==> config.mk <==
export PLATFORM = sky130hd
export DESIGN_NAME = ser_flag_irq
export DESIGN_NICKNAME = d
export VERILOG_FILES = /design/src/rtl/ser_flag_pkg.sv /design/src/rtl/ser_flag_bit.sv /design/src/rtl/ser_flag_ctrl.sv /design/src/rtl/ser_flag_dp.sv /design/src/rtl/ser_flag_irq.sv
export SDC_FILE = /design/constraint.sdc
export NUM_CORES = 1
export LEC_CHECK = 0
export BUFFER_PORTS_ARGS = -buffer_cell sky130_fd_sc_hd__buf_4
export CAP_MARGIN = 20
export CORE_MARGIN = 2
export CORE_UTILIZATION = 45
export CTS_BUF_LIST = sky130_fd_sc_hd__clkbuf_8
export DETAILED_ROUTE_END_ITERATION = 10
export MAX_ROUTING_LAYER = met4
export PLACE_DENSITY = 0.91
export REMOVE_ABC_BUFFERS = 1
export SETUP_SLACK_MARGIN = 0.2
export SYNTH_ARGS = -nofsm -noshare
export SYNTH_HDL_FRONTEND = slang
export SYNTH_HIERARCHICAL = 1
export SYNTH_SLANG_ARGS = --single-unit
==> constraint.sdc <==
create_clock -name clk -period 1.7 [get_ports clk]
set_input_delay 0.085 -clock clk [delete_from_list [all_inputs] [get_ports clk]]
set_output_delay 0.085 -clock clk [all_outputs]
set_load 0.005 [all_outputs]
==> src/rtl/ser_flag_pkg.sv <==
package ser_flag_pkg;

  typedef enum logic [1:0] {
    MODE_PAR_STOP = 2'd0,
    MODE_ADDR_STOP = 2'd1,
    MODE_LAST_BIT = 2'd2,
    MODE_ALIAS = 2'd3
  } serMode_e;

  localparam int ERR_N = 3;
  localparam int ERR_PAR = 0;
  localparam int ERR_OVR = 1;
  localparam int ERR_FRM = 2;

  localparam int CTRL_W = 3;
  localparam int CTRL_ERRCLR_N = 0;
  localparam int CTRL_RX_EN = 1;
  localparam int CTRL_TX_EN = 2;

  typedef struct packed {
    logic             loadChar;
    logic [ERR_N-1:0] errSet;
    logic             errClr;
    logic             fullSet;
    logic             fullClr;
    logic             emptySet;
    logic             emptyClr;
    logic             ctrlLoad;
  } flagStrb_t;

endpackage

==> src/rtl/ser_flag_bit.sv <==
module ser_flag_bit #(
  parameter logic RST_VAL = 1'b0
) (
  input  logic clk,
  input  logic rstN,
  input  logic setI,
  input  logic clrI,
  output logic q
);
  // set has priority over clear so that no event is lost
  always_ff @(posedge clk or negedge rstN) begin
    if (!rstN)     q <= RST_VAL;
    else if (setI) q <= 1'b1;
    else if (clrI) q <= 1'b0;
  end
endmodule

==> src/rtl/ser_flag_ctrl.sv <==
module ser_flag_ctrl
  import ser_flag_pkg::*;
(
  input  logic       modeSel0,
  input  logic       modeSel1,
  input  logic       rxStopDone,
  input  logic       rxLastData,
  input  logic       rxParityErr,
  input  logic       rxFrameErr,
  input  logic       rxFullQ,
  input  logic       rxDataRd,
  input  logic       txDataWr,
  input  logic       txShiftLoad,
  input  logic       ctrlWrEn,
  input  logic       ctrlErrClrBit,
  output flagStrb_t  strb
);
  serMode_e mode;
  logic useStop;
  logic parChk;
  logic frmChk;
  logic frameDone;
  logic overrun;

  assign mode = serMode_e'({modeSel1, modeSel0});

  always_comb begin
    useStop = 1'b1;
    parChk  = 1'b1;
    frmChk  = 1'b1;
    unique case (mode)
      MODE_PAR_STOP, MODE_ALIAS: begin
        useStop = 1'b1; parChk = 1'b1; frmChk = 1'b1;
      end
      MODE_ADDR_STOP: begin
        useStop = 1'b1; parChk = 1'b0; frmChk = 1'b1;
      end
      MODE_LAST_BIT: begin
        useStop = 1'b0; parChk = 1'b0; frmChk = 1'b0;
      end
      default: begin
        useStop = 1'b1; parChk = 1'b1; frmChk = 1'b1;
      end
    endcase
  end

  always_comb begin
    frameDone = useStop ? rxStopDone : rxLastData;
    // a read in the same cycle frees the register for the new character
    overrun   = frameDone & rxFullQ & ~rxDataRd;

    strb                 = '0;
    strb.loadChar        = frameDone & ~overrun;
    strb.errSet[ERR_PAR] = frameDone & parChk & rxParityErr;
    strb.errSet[ERR_OVR] = overrun;
    strb.errSet[ERR_FRM] = frameDone & frmChk & rxFrameErr;
    strb.errClr          = ctrlWrEn & ~ctrlErrClrBit;
    strb.fullSet         = frameDone & ~overrun;
    strb.fullClr         = rxDataRd;
    strb.emptySet        = txShiftLoad;
    strb.emptyClr        = txDataWr;
    strb.ctrlLoad        = ctrlWrEn;
  end
endmodule

==> src/rtl/ser_flag_dp.sv <==
module ser_flag_dp
  import ser_flag_pkg::*;
#(
  parameter int DATA_W = 8
) (
  input  logic              clk,
  input  logic              rstN,
  input  flagStrb_t         strb,
  input  logic [DATA_W-1:0] rxChar,
  input  logic              rxEnIn,
  input  logic              txEnIn,
  output logic [DATA_W-1:0] rxDataQ,
  output logic [ERR_N-1:0]  errQ,
  output logic              rxFullQ,
  output logic              txEmptyQ,
  output logic              rxDataBad,
  output logic              rxIrq,
  output logic              txIrq
);
  logic rxEnQ;
  logic txEnQ;

  for (genvar gi = 0; gi < ERR_N; gi++) begin : g_err
    ser_flag_bit #(.RST_VAL(1'b0)) errBit_i (
      .clk (clk),
      .rstN(rstN),
      .setI(strb.errSet[gi]),
      .clrI(strb.errClr),
      .q   (errQ[gi])
    );
  end

  ser_flag_bit #(.RST_VAL(1'b0)) fullBit_i (
    .clk (clk),
    .rstN(rstN),
    .setI(strb.fullSet),
    .clrI(strb.fullClr),
    .q   (rxFullQ)
  );

  ser_flag_bit #(.RST_VAL(1'b1)) emptyBit_i (
    .clk (clk),
    .rstN(rstN),
    .setI(strb.emptySet),
    .clrI(strb.emptyClr),
    .q   (txEmptyQ)
  );

  always_ff @(posedge clk or negedge rstN) begin
    if (!rstN)              rxDataQ <= '0;
    else if (strb.loadChar) rxDataQ <= rxChar;
  end

  always_ff @(posedge clk or negedge rstN) begin
    if (!rstN) begin
      rxEnQ <= 1'b0;
      txEnQ <= 1'b0;
    end else if (strb.ctrlLoad) begin
      rxEnQ <= rxEnIn;
      txEnQ <= txEnIn;
    end
  end

  assign rxDataBad = |errQ;
  assign rxIrq     = rxEnQ & (rxDataBad | rxFullQ);
  assign txIrq     = txEnQ & txEmptyQ;
endmodule

==> src/rtl/ser_flag_irq.sv <==
module ser_flag_irq
  import ser_flag_pkg::*;
#(
  parameter int DATA_W = 8
) (
  input  logic              clk,
  input  logic              rstN,
  input  logic [1:0]        modeSel,
  input  logic              rxStopDone,
  input  logic              rxLastData,
  input  logic              rxParityErr,
  input  logic              rxFrameErr,
  input  logic [DATA_W-1:0] rxChar,
  input  logic              rxDataRd,
  input  logic              txDataWr,
  input  logic              txShiftLoad,
  input  logic              ctrlWrEn,
  input  logic [2:0]        ctrlWrData,
  output logic [DATA_W-1:0] rxData,
  output logic              parErr,
  output logic              ovrErr,
  output logic              frmErr,
  output logic              rxFull,
  output logic              txEmpty,
  output logic              rxDataBad,
  output logic              rxIrq,
  output logic              txIrq
);
  flagStrb_t        strb;
  logic [ERR_N-1:0] errQ;

  ser_flag_ctrl ctrl_i (
    .modeSel0     (modeSel[0]),
    .modeSel1     (modeSel[1]),
    .rxStopDone   (rxStopDone),
    .rxLastData   (rxLastData),
    .rxParityErr  (rxParityErr),
    .rxFrameErr   (rxFrameErr),
    .rxFullQ      (rxFull),
    .rxDataRd     (rxDataRd),
    .txDataWr     (txDataWr),
    .txShiftLoad  (txShiftLoad),
    .ctrlWrEn     (ctrlWrEn),
    .ctrlErrClrBit(ctrlWrData[CTRL_ERRCLR_N]),
    .strb         (strb)
  );

  ser_flag_dp #(.DATA_W(DATA_W)) dp_i (
    .clk      (clk),
    .rstN     (rstN),
    .strb     (strb),
    .rxChar   (rxChar),
    .rxEnIn   (ctrlWrData[CTRL_RX_EN]),
    .txEnIn   (ctrlWrData[CTRL_TX_EN]),
    .rxDataQ  (rxData),
    .errQ     (errQ),
    .rxFullQ  (rxFull),
    .txEmptyQ (txEmpty),
    .rxDataBad(rxDataBad),
    .rxIrq    (rxIrq),
    .txIrq    (txIrq)
  );

  assign parErr = errQ[ERR_PAR];
  assign ovrErr = errQ[ERR_OVR];
  assign frmErr = errQ[ERR_FRM];
endmodule

==> parameters.txt <==
Parameter                              Value

Worst setup path
  Crit path capture type    flop
  Maximum fanout along the worst path    9
  R2R cell count    2
  Longest individual stage delay on the worst path    0.57 ns
  Crit path buf inv count    0
  Required time at the endpoint of the critical path    1.83 ns
  Endpoint of the lowest-slack register-to-register path    dp_i/rxDataQ[7]
  Critical path startpoint category    flop
  Critical path, cell by cell    a21oi_2, mux2_4
  Library cell contributing the largest single delay on the critical path    a21oi_2
  Family of cells with the greatest summed delay on the critical path    compound AO/OA/AOI/OAI gates
  Launch point of the worst reg-to-reg path    dp_i/fullBit_i/q
  Critical path class    reg2reg
  Arrival @ worst endpoint    1.55 ns
  R2R setup slack    0.27 ns

Synthesis
  Sequential cell area fraction in the yosys report    0.518
  YS warnings    6
  Number of distinct library cells after synthesis    19
  Synthesized cell area    727 um^2
  Area share of the largest cell type after synthesis    0.482
  Cell count after synthesis    55
  Synthesized area per cell    13.2 um^2
  Post-synth EDFFs    0
  Cell type with the largest total area after synthesis    dfrtp_1
  Most frequently used flop master after synthesis    dfrtp_1
  FFs w/ async S/R, synth    1.00
  Number of synthesized register bits    15
  Top cells by area, synth    dfrtp_1 (48%), mux2_4 (17%), buf_4 (6.2%)

Detailed routing
  Initial DRC Count    3
  Drc violations    0
  Avg Vias per Cell    4.72
  Detailed Routing Iterations Pass 1    2
  Detailed Route WL    1240 um
  Wirelength per Cell    11.4 um
  Number of nets with antenna violations after detailed routing    0
  Number of vias in the routed layout    515

Pwr
  Power density over the cells    954 nW/um^2
  Peak VDD IR    600 uV
  Reported leakage power    0.000568 uW

STA
  Period Utilization, post-route    0.841
  Setup Viol. Count Final    0
  Worst slew margin relative to its limit    0.544
  Unrepaired setup endpoints after global routing    false
  Setup Skew    0.000547 ns
  Final max-slew violation count    0
  Maximum clock frequency    0.700 GHz
  Slew at the pin closest to its max-slew limit    0.684 ns
  Final critical path time including I/O delays and setup    1.43 ns
  Number of hold-slack violations in the final timing report    0

Cells and area
  Antenna Diode Count    0
  Number of standard cells in the layout, taps in and fillers out    109
  Seq. cell area    377 um^2
  Area occupied by multi-input gates    272 um^2
  Fill cells    109
  Final design area excluding fillers    1050 um^2
  Post-synthesis to final-layout area growth    44.6%
  Fraction of layout instances using a drive strength above 1    0.624
  Net count of the finished layout    118

CTS
  TritonCTS buffer count    3
  TritonCTS clock tree    done
  Insertion delay of the later-clocked pin in the worst-skew pair    0.24 ns
  CTS max path bufs    2
  H-tree Lvls    1
  Number of buffers inserted to repair setup after CTS    0
  TritonCTS Sinks    15
  Root buffer cell    clkbuf_8
  Clock slew at the register clock pins of the worst setup and hold paths    0.06 ns

Run status
  Outcome    finished, final reports clean

Min path
  Hold worst-path end    dp_i/emptyBit_i/q
  Hold path startpoint    txShiftLoad
  Worst min-delay path class    in2reg
  Hold-critical path depth    2

Die
  Horizontal die dimension    44.2 um
  Die Y-Extent    44.2 um
  Top-level port count    39
  Core area    1510 um^2
  Initial Utilization    0.483
  Row count    14
  Area of the die    1950 um^2

Global route
  Initial antenna violation count    0
  Global-route wire length before repair    2080 um
  Overall global routing resource usage    0.149
  Pin count of the biggest net entering global routing    16
  Total gr overflow    0
  Via count of the first global-routing pass    523

Run
  Number of violations of the max-capacitance limit    0

Placement
  Post-detailed-placement half-perimeter wirelength    1030 um
  # placed instances    104
  Placer congestion estimate    0.652
  Cell area after placement    991 um^2
  Number of buffers inserted by port buffering    38
[through the flow]
| stage | total power [uW] | utilization | TNS (ns) | setup WS (ns) | hold slack [ns] |
|---|---|---|---|---|---|
| floorplan | 568 | - | 0 | 0.0461 | -0.211 |
| global placement | 725 | 0.658 | -1.15 | -0.145 | -0.0538 |
| detailed placement | 734 | 0.658 | -1.66 | -0.209 | -0.0517 |
| CTS | 1020 | 0.698 | 0 | 0.274 | 0.0205 |
| global route | 1060 | 0.698 | 0 | 0.213 | 0.0176 |
| finish | 1000 | 0.698 | 0 | 0.271 | 0.0263 |
[per-layer routing]
metal | wire length, um | GRT usage | vias up
li1 | - | - | 254
met1 | 491 | 0.169 | 247
met2 | 695 | 0.253 | 14
met3 | 56 | 0.0367 | 0
met4 | 0 | 0.0545 | 0
met5 | 0 | - | -
[worst max-delay path by stage]
stage	slack [ns]	depth (start not counted)	start	endpoint
floorplan	0.05	5	modeSel[0]	dp_i/rxDataQ[0]
global placement	-0.14	6	modeSel[0]	dp_i/rxDataQ[1]
detailed placement	-0.21	6	modeSel[0]	dp_i/rxDataQ[3]
CTS	0.27	2	dp_i/fullBit_i/q	dp_i/rxDataQ[3]
global route	0.21	2	dp_i/fullBit_i/q	dp_i/rxDataQ[7]
finish	0.27	2	dp_i/fullBit_i/q	dp_i/rxDataQ[7]
[power by group]
group          switching [uW]  total [uW]  internal [uW]
Clock                     115         276            162
Combinational            82.2         273            191
Sequential               37.1         452            415
[state kept, by name, indices dropped and copies added, names as in the netlist]
signal / count
dp_i/rxDataQ: 8
dp_i/txEnQ: 1
dp_i/emptyBit_i/q: 1
dp_i/g_err.errBit_i/q: 3
dp_i/rxEnQ: 1
dp_i/fullBit_i/q: 1
[worst register-to-register path: stages, from the launching register on]
cell and delay (ns):
dfrtp_1 0.39, a21oi_2 0.57, mux2_4 0.36
[cells in the final DEF, fill, tap and decap left out, types with 2 or more instances in the layout]
cell type and instances:
a21o_1 5, clkbuf_8 3, dfrtp_1 14, mux2_2 2, mux2_4 8, inv_1 7
buf_4 40
[cell families (layout without fill, tap and decap cells)]
logic type / Yosys count / after routing / share of synthesized area
AOI/OAI and AO/OA: 7 / 7 / 0.0740
adders and majority gates: 1 / 1 / 0.0172
buffers and inverters: 14 / 52 / 0.114
DFF: 15 / 15 / 0.518
muxes: 11 / 11 / 0.210
and+or+nand+nor: 7 / 7 / 0.0671
[cell usage after synthesis, drive strengths merged (5+ instances only)]
cell / n
a21o: 5
buf: 7
dfrtp: 14
inv: 7
mux2: 10
[cell type report]
type / count / share of cell area
clock buffer: 3 / 0.0393
clock inverter: 1 / 0.00476
inverter: 7 / 0.0250
multi-input combinational: 26 / 0.258
sequential: 15 / 0.358
tap: 16 / 0.0190
timing repair buffer: 41 / 0.295
[what timing repair did]
item                                   in CTS  in global routing
setup endpoints to repair                   8                  0
gates resized for setup                     1                  0
hold buffers                                1                  0
endpoints found under the hold margin      15                  0
No activity file was read; power rests on OpenSTA's default activity.
